===== config.mk =====
export PLATFORM = sky130hd
export DESIGN_NAME = rank_word_decoder
export DESIGN_NICKNAME = d
export VERILOG_FILES = /design/src/rtl/rwd_pkg.sv /design/src/rtl/rwd_mask_stage.sv /design/src/rtl/rwd_lane_count.sv /design/src/rtl/rwd_count_stage.sv /design/src/rtl/rwd_sum_stage.sv /design/src/rtl/rank_word_decoder.sv
export SDC_FILE = /design/constraint.sdc
export NUM_CORES = 1
export LEC_CHECK = 0
export ABC_CLOCK_PERIOD_IN_PS = 7300
export BUFFER_PORTS_ARGS = -buffer_cell sky130_fd_sc_hd__buf_2
export CAP_MARGIN = 20
export CELL_PAD_IN_SITES_DETAIL_PLACEMENT = 0
export CELL_PAD_IN_SITES_GLOBAL_PLACEMENT = 1
export CORE_MARGIN = 10
export CORE_UTILIZATION = 45
export CTS_BUF_LIST = sky130_fd_sc_hd__clkbuf_2 sky130_fd_sc_hd__clkbuf_4 sky130_fd_sc_hd__clkbuf_8
export DETAILED_ROUTE_END_ITERATION = 12
export GPL_TIMING_DRIVEN = 0
export PLACE_DENSITY_LB_ADDON = 0.25
export SYNTH_ARGS = -nofsm -noshare
export SYNTH_HDL_FRONTEND = slang
export SYNTH_HIERARCHICAL = 1
export SYNTH_SLANG_ARGS = --single-unit

===== constraint.sdc =====
create_clock -name clk -period 7.3 [get_ports clk]
set_input_delay 0 -clock clk [delete_from_list [all_inputs] [get_ports clk]]
set_output_delay 0 -clock clk [all_outputs]
set_load 0.005 [all_outputs]

===== src/rtl/rwd_pkg.sv =====
package rwd_pkg;

    // Number of lanes needed to cover a body of the given width.
    function automatic int lanes_for(input int body_w, input int lane_w);
        return (body_w + lane_w - 1) / lane_w;
    endfunction

    // Width needed to hold a count from 0 up to n.
    function automatic int count_width(input int n);
        return $clog2(n + 1);
    endfunction

endpackage


===== src/rtl/rwd_mask_stage.sv =====
// Stage 1: keep body bits 0..offset, pad up to the lane grid, and register.
module rwd_mask_stage #(
    parameter int BODY_W = 112,
    parameter int HDR_W  = 16,
    parameter int OFF_W  = 8,
    parameter int PAD_W  = 112
) (
    input  logic              clk,
    input  logic              rst_n,
    input  logic              in_valid,
    input  logic [HDR_W-1:0]  in_hdr,
    input  logic [BODY_W-1:0] in_body,
    input  logic [OFF_W-1:0]  in_offset,
    output logic              s1_valid,
    output logic [HDR_W-1:0]  s1_hdr,
    output logic [PAD_W-1:0]  s1_bits
);

    logic [PAD_W-1:0] kept;

    // An offset at or past the body end keeps every live bit (clamp).
    for (genvar g = 0; g < PAD_W; g++) begin : g_bit
        if (g < BODY_W) begin : g_live
            assign kept[g] = in_body[g] & (OFF_W'(g) <= in_offset);
        end else begin : g_pad
            assign kept[g] = 1'b0;
        end
    end

    always_ff @(posedge clk or negedge rst_n) begin
        if (!rst_n) begin
            s1_valid <= 1'b0;
            s1_hdr   <= '0;
            s1_bits  <= '0;
        end else begin
            s1_valid <= in_valid;
            if (in_valid) begin
                s1_hdr  <= in_hdr;
                s1_bits <= kept;
            end
        end
    end

endmodule


===== src/rtl/rwd_lane_count.sv =====
// Combinational ones count over one lane.
module rwd_lane_count #(
    parameter int LANE_W = 16,
    parameter int CNT_W  = 5
) (
    input  logic [LANE_W-1:0] bits,
    output logic [CNT_W-1:0]  count
);

    always_comb begin
        count = '0;
        for (int i = 0; i < LANE_W; i++) begin
            count = count + CNT_W'(bits[i]);
        end
    end

endmodule


===== src/rtl/rwd_count_stage.sv =====
// Stage 2: count every lane in parallel and register the partial counts.
module rwd_count_stage #(
    parameter int NUM_LANES = 7,
    parameter int LANE_W    = 16,
    parameter int CNT_W     = 5,
    parameter int HDR_W     = 16
) (
    input  logic                       clk,
    input  logic                       rst_n,
    input  logic                       s1_valid,
    input  logic [HDR_W-1:0]           s1_hdr,
    input  logic [NUM_LANES*LANE_W-1:0] s1_bits,
    output logic                       s2_valid,
    output logic [HDR_W-1:0]           s2_hdr,
    output logic [NUM_LANES*CNT_W-1:0] s2_cnts
);

    logic [NUM_LANES*CNT_W-1:0] lane_cnts;

    for (genvar l = 0; l < NUM_LANES; l++) begin : g_lane
        rwd_lane_count #(
            .LANE_W(LANE_W),
            .CNT_W (CNT_W)
        ) u_cnt (
            .bits (s1_bits[l*LANE_W +: LANE_W]),
            .count(lane_cnts[l*CNT_W +: CNT_W])
        );
    end

    always_ff @(posedge clk or negedge rst_n) begin
        if (!rst_n) begin
            s2_valid <= 1'b0;
            s2_hdr   <= '0;
            s2_cnts  <= '0;
        end else begin
            s2_valid <= s1_valid;
            if (s1_valid) begin
                s2_hdr  <= s1_hdr;
                s2_cnts <= lane_cnts;
            end
        end
    end

endmodule


===== src/rtl/rwd_sum_stage.sv =====
// Stage 3: add the lane counts to the header; the result holds between queries.
module rwd_sum_stage #(
    parameter int NUM_LANES = 7,
    parameter int CNT_W     = 5,
    parameter int HDR_W     = 16,
    parameter int RANK_W    = 17
) (
    input  logic                       clk,
    input  logic                       rst_n,
    input  logic                       s2_valid,
    input  logic [HDR_W-1:0]           s2_hdr,
    input  logic [NUM_LANES*CNT_W-1:0] s2_cnts,
    output logic                       out_valid,
    output logic [RANK_W-1:0]          out_rank
);

    logic [RANK_W-1:0] total;

    always_comb begin
        total = RANK_W'(s2_hdr);
        for (int l = 0; l < NUM_LANES; l++) begin
            total = total + RANK_W'(s2_cnts[l*CNT_W +: CNT_W]);
        end
    end

    always_ff @(posedge clk or negedge rst_n) begin
        if (!rst_n) begin
            out_valid <= 1'b0;
            out_rank  <= '0;
        end else begin
            out_valid <= s2_valid;
            if (s2_valid) begin
                out_rank <= total;
            end
        end
    end

endmodule


===== src/rtl/rank_word_decoder.sv =====
module rank_word_decoder #(
    parameter int WORD_W = 128,
    parameter int HDR_W  = 16,
    parameter int LANE_W = 16
) (
    input  logic                                   clk,
    input  logic                                   rst_n,
    input  logic                                   in_valid,
    input  logic [WORD_W-1:0]                      in_word,
    input  logic [$clog2(WORD_W-HDR_W):0]          in_offset,
    output logic                                   out_valid,
    output logic [HDR_W:0]                         out_rank
);

    localparam int BODY_W    = WORD_W - HDR_W;
    localparam int OFF_W     = $clog2(BODY_W) + 1;
    localparam int NUM_LANES = rwd_pkg::lanes_for(BODY_W, LANE_W);
    localparam int PAD_W     = NUM_LANES * LANE_W;
    localparam int CNT_W     = rwd_pkg::count_width(LANE_W);
    localparam int RANK_W    = HDR_W + 1;

    logic                       s1_valid;
    logic [HDR_W-1:0]           s1_hdr;
    logic [PAD_W-1:0]           s1_bits;
    logic                       s2_valid;
    logic [HDR_W-1:0]           s2_hdr;
    logic [NUM_LANES*CNT_W-1:0] s2_cnts;

    rwd_mask_stage #(
        .BODY_W(BODY_W),
        .HDR_W (HDR_W),
        .OFF_W (OFF_W),
        .PAD_W (PAD_W)
    ) u_mask (
        .clk      (clk),
        .rst_n    (rst_n),
        .in_valid (in_valid),
        .in_hdr   (in_word[WORD_W-1 -: HDR_W]),
        .in_body  (in_word[BODY_W-1:0]),
        .in_offset(in_offset),
        .s1_valid (s1_valid),
        .s1_hdr   (s1_hdr),
        .s1_bits  (s1_bits)
    );

    rwd_count_stage #(
        .NUM_LANES(NUM_LANES),
        .LANE_W   (LANE_W),
        .CNT_W    (CNT_W),
        .HDR_W    (HDR_W)
    ) u_count (
        .clk     (clk),
        .rst_n   (rst_n),
        .s1_valid(s1_valid),
        .s1_hdr  (s1_hdr),
        .s1_bits (s1_bits),
        .s2_valid(s2_valid),
        .s2_hdr  (s2_hdr),
        .s2_cnts (s2_cnts)
    );

    rwd_sum_stage #(
        .NUM_LANES(NUM_LANES),
        .CNT_W    (CNT_W),
        .HDR_W    (HDR_W),
        .RANK_W   (RANK_W)
    ) u_sum (
        .clk      (clk),
        .rst_n    (rst_n),
        .s2_valid (s2_valid),
        .s2_hdr   (s2_hdr),
        .s2_cnts  (s2_cnts),
        .out_valid(out_valid),
        .out_rank (out_rank)
    );

endmodule


# --- Yosys cells after proc, flatten, opt, wreduce, memory -nomap -nowiden ---
# Index checks and enable logic that the tools add are counted.
op_classes:
  addsub: 112
  order_cmp: 112
  bitwise_logic: 112
ops:
  columns: ["operator", "count"]
  rows:
  - ["adder 5 x 1 -> 5 bit", 77]
  - ["less-or-equal comparator 7 x 8 -> 1 bit, first input constant", 48]
  - ["less-or-equal comparator 6 x 8 -> 1 bit, first input constant", 32]
  - ["less-or-equal comparator 5 x 8 -> 1 bit, first input constant", 16]
  - ["AND 1 bit", 112]
  - ["adder 17 x 5 -> 17 bit", 6]
  - ["less-or-equal comparator 4 x 8 -> 1 bit, first input constant", 8]
  - ["adder 4 x 1 -> 5 bit", 7]
  - ["less-or-equal comparator 3 x 8 -> 1 bit, first input constant", 4]
  - ["adder 3 x 1 -> 4 bit", 7]
  - ["adder 2 x 1 -> 3 bit", 7]
  - ["adder 16 x 5 -> 17 bit", 1]
  - ["less-or-equal comparator 1 x 8 -> 1 bit, first input constant", 2]
  - ["less-or-equal comparator 2 x 8 -> 1 bit, first input constant", 2]
  - ["adder 1 x 1 -> 2 bit", 7]
word_totals:
  regBits: 199

# --- Depth between registers and ports, before layout ---
depth:
  ltp_word: 15
  ltp_mapped: 16
  mapped_depth_nobuf: 16

# --- Cells and area by module ---
# The synthesis kept the hierarchy.
by_module_without_submodules:
  columns: ["module", "instances", "cells_each", "area_each_um2"]
  rows:
  - ["rwd_mask_stage", 1, 675, 6224.7]
  - ["rwd_lane_count", 7, 47, 407.9]
  - ["rwd_count_stage", 1, 109, 2174.6]
  - ["rwd_sum_stage", 1, 201, 1961.9]

# --- Worst setup path after synthesis ---
# No wires, ideal clock.
synth_timing:
  path_type: "register -> register"
  from: "reg u_count.s2_hdr[2]"
  to: "reg u_sum.out_rank[8]"
  setup_ns: 0.092
  arrival_ns: 3.938
  required_time_ns: 7.208
  setup_slack_ns: 3.270
  path_stages_with_launch: 17
  path_buffers: 0
  period_less_slack_ns: 4.030
  path_cell_list: "dfrtp_1 > inv_1 > fa_1 > inv_1 > fa_1 > fa_1 > inv_1 > fa_1 > inv_1 > ha_1 > inv_1 > fa_1 > nor2b_4 > o31a_4 > o21a_1 > o21a_1 > o31ai_2"
synth_via:
  elab_chain_len: 7
synth_rtl:
  columns: ["element", "line", "source"]
  rows:
  - ["start, declared", "rwd_count_stage.sv:14", "output logic [HDR_W-1:0] s2_hdr,"]
  - ["start signal, assigned", "rwd_count_stage.sv:38", "s2_hdr <= s1_hdr;"]
  - ["adder 16 x 5 -> 17 bit", "rwd_sum_stage.sv:22", "total = total + RANK_W'(s2_cnts[l*CNT_W +: CNT_W]);"]
  - ["adder 17 x 5 -> 17 bit (6 in series)", "rwd_sum_stage.sv:22", null]
  - ["end signal, assigned", "rwd_sum_stage.sv:33", "out_rank <= total;"]
  - ["end, declared", "rwd_sum_stage.sv:14", "output logic [RANK_W-1:0] out_rank"]
# No other way between the ends.
# A chain may end at the register's enable or synchronous reset.

# --- Worst setup path in the final report ---
# Same ends and word-level chain as after synthesis.

==> flow_summary.yaml <==
global_route:
  grt_first_pass_wirelength_um: 64900
  grtUsageTotal: 0.234
  grt_pass1_vias: 11100
  grt_max_degree: 116
  antenna_found_initial: 1
  grt_overflow: 0
detailed_routing:
  vias: 10500
  firstDrtPassIters: 5
  vias_per_cell: 5.20
  ant_nets: 0
  wirelength_um: 42200
  drc: 0
  drtIter0Drc: 758
  routedWlPerCell_um: 20.9
place:
  io_buffers: 156
  dpl.hpwl_um: 31900
  place.gp.congestion: 0.978
die:
  io_pins: 157
  design.core.area_mm2: 0.0289
  die_h_um: 191
  die_w_um: 191
  rows: 62
  dieArea_mm2: 0.0366
  initial_utilization: 0.458
clocking:
  max-clock-path-buffers: 2
  clock_sinks: 199
  cts_resized: 0
  clk_latency_ns: 0.50
  cts_tree: "yes"
  path_clk_slew_ns: 0.13
  cts_buffers: 17
  cts_setup_buffers: 0
  cts-root-buf: "clkbuf_8"
  htree_levels: 4
power_and_ir_drop:
  pwr-share-comb: 0.683
  power_density_mw_per_mm2: 432
  ir_worst_vdd_mv: 0.680
  seqPwrFrac: 0.209
  p_leak_uw: 0.00804
  clkPwrFrac: 0.108
  power.switching_uw: 3100
  internal-power_uw: 3910
  p_sw_frac: 0.442
yosys:
  yosys_warnings: 6
  yosysMostFrequentCell: "inv_1"
  syn_inst: 1314
  synth_cell_types: 68
  synth_nets: 1601
  ys_async_sr_fraction: 1.00
  synth_enable_flop_cells: 0
  synth_top_area_share: 0.377
  synth_area_mm2: 0.0132
  synthTopCellsByCount: "351 x inv_1, 199 x dfrtp_1, 99 x fa_1"
  yosys.area.top_type: "dfrtp_1"
  yosysSeqAreaShare: 0.377
  synth.avg_cell_area_um2: 10.1
  ys_seq_elements: 199
  ys.flop_type: "dfrtp_1"
  synthTopCellsByArea: "dfrtp_1 38%, fa_1 15%, inv_1 10%"
critical_path:
  end_kind: "flip-flop"
  path_delay_family: "adder cells"
  critPathBufInv: 5
  worstSetupPathType: "reg2reg"
  rr_startpoint: "u_count/s2_hdr[2]"
  slowest_delay_ns: 0.54
  worst_ep_arrival_time_ns: 4.74
  path_max_fanout: 6
  cp-start-kind: "flip-flop"
  crit_chain: "inv_1 > fa_1 > inv_1 > fa_1 > fa_1 > inv_1 > fa_1 > inv_1 > ha_1 > inv_1 > fa_1 > nor2b_4 > o31a_4 > o21a_1 > o21a_1 > o31ai_2"
  r2r_cells: 16
  cp_data_required_time_ns: 7.71
  ff2ff_setup_slack_ns: 2.97
  slowest_stage: "fa_1"
  r2r_end: "u_sum/out_rank[8]"
sta:
  period_minus_slack_ns: 4.33
  slew_violations: 0
  slew_headroom: 0.329
  rsz0062_at_grt: "no"
  skew_ns: 0.0193
  finalSetupTns_ns: 0
  holdWs_ns: 0.0483
  worstMarginPinSlew_ns: 1.00
  setup_viol: 0
  hold_violations: 0
  fin_crit_sh: 0.593
  max_freq_mhz: 231
worst_hold_path:
  worstHoldPathType: "in2async"
outcome:
  outcome: "complete, no violations"
cells_and_area:
  syn_to_final_growth_pct: 22.8
  nNetsFinal: 1906
  drive_gt1_frac: 0.187
run:
  cap_violations: 0
[cell usage in the layout (no fill, tap or decap), types with 3 or more instances in the layout]
cell             n
inv_1          351
o311ai_1         3
nand2_1         61
o2111ai_1       15
and3_1           4
xnor2_1         17
o21ai_1         66
or3_1            3
a21o_1          11
mux2i_1          7
a31o_1           6
a21oi_1         31
clkbuf_8        17
buf_1            7
inv_6            6
a31oi_1         15
dfrtp_1        199
nand4_1         11
and2_1           3
buf_12           5
clkinv_8         5
xor2_1           6
o211ai_1        15
fa_1            99
o22ai_1         42
a21oi_2          7
ha_1            49
clkbuf_1        39
o21a_1          14
nand4bb_1        3
nand3_1         27
o21ai_0         19
buf_2          171
mux2_2          26
nor2b_1         18
nor3_1           4
nor2_1          23
dlygate4sd3_1  129
mux2_4          50
[kinds of logic (layout without fill, tap and decap cells)]
kind of cell,after synthesis,count (layout),share of synthesized area
other cells,0,2,0
buf+inv,419,737,0.127
flops,199,199,0.377
compound gates,265,265,0.130
fa+ha+maj,148,148,0.196
simple gates,177,177,0.0700
mux,83,83,0.0843
xor+xnor,23,23,0.0152
[worst max path at each step]
| stage | from | endpoint | slack (ns) | depth (start not counted) |
|---|---|---|---|---|
| final | u_count/s2_hdr[2] | u_sum/out_rank[8] | 2.97 | 16 |
| after global routing | u_count/s2_hdr[2] | u_sum/out_rank[8] | 2.83 | 16 |
| after CTS | u_count/s2_hdr[2] | u_sum/out_rank[8] | 2.94 | 16 |
| after detailed placement | u_count/s2_hdr[2] | u_sum/out_rank[8] | 2.95 | 16 |
| after global placement | rst_n | u_mask/s1_bits[48] | 2.68 | 1 |
| after floorplan | u_count/s2_hdr[2] | u_sum/out_rank[8] | 3.27 | 16 |
[flip-flops by register name (all words and copies together), names as in the netlist]
name and flops:
u_sum/out_valid 1, u_count/s2_valid 1, u_mask/s1_bits 112, u_mask/s1_hdr 16, u_count/s2_cnts 35, u_sum/out_rank 17, u_count/s2_hdr 16, u_mask/s1_valid 1
[routing by layer]
metal	vias to the layer above	GRT usage	wire, µm
li1	4823	-	-
met1	5186	0.306	17900
met2	417	0.380	20300
met3	74	0.0483	2740
met4	0	0.0790	1240
met5	-	0	0
[repair_timing]
| action | 4_1_cts | 5_1_grt |
|---|---|---|
| setup endpoints to repair | 0 | 0 |
| endpoints found under the hold margin | 212 | 0 |
| hold buffers | 129 | 0 |
[layout make-up]
type | count | area, µm²
clock inverters | 15 | 186
repair buffers | 286 | 2110
flip-flops and latches | 199 | 4980
well taps | 384 | 480
fillers | 2641 | 12600
inverters | 351 | 1320
plain buffers | 68 | 364
diodes | 2 | 5.00
clock buffers | 17 | 234
multi-input cells | 696 | 6560
[power by group through the flow]
stage / Clock [µW] / Sequential (µW) / Combinational (µW)
2_1_floorplan: 0 / 1450 / 3690
3_3_place_gp: 0 / 1480 / 4620
3_5_place_dp: 0 / 1490 / 4780
4_1_cts: 777 / 1470 / 4850
5_1_grt: 822 / 1490 / 5470
6_report: 758 / 1470 / 4780
[per-stage QoR]
step / util / worst slack (ns) / area [µm²] / total power [µW] / std cells
after floorplan: - / 3.27 / 13200 / 5150 / 1314
after global placement: 0.502 / 2.68 / 14500 / 6100 / 1854
after detailed placement: 0.503 / 2.95 / 14500 / 6270 / 1855
after CTS: 0.562 / 2.94 / 16200 / 7100 / 2016
after global routing: 0.562 / 2.83 / 16200 / 7790 / 2017
final: 0.562 / 2.97 / 16200 / 7010 / 2018
No activity file was read; power rests on OpenSTA's default activity.
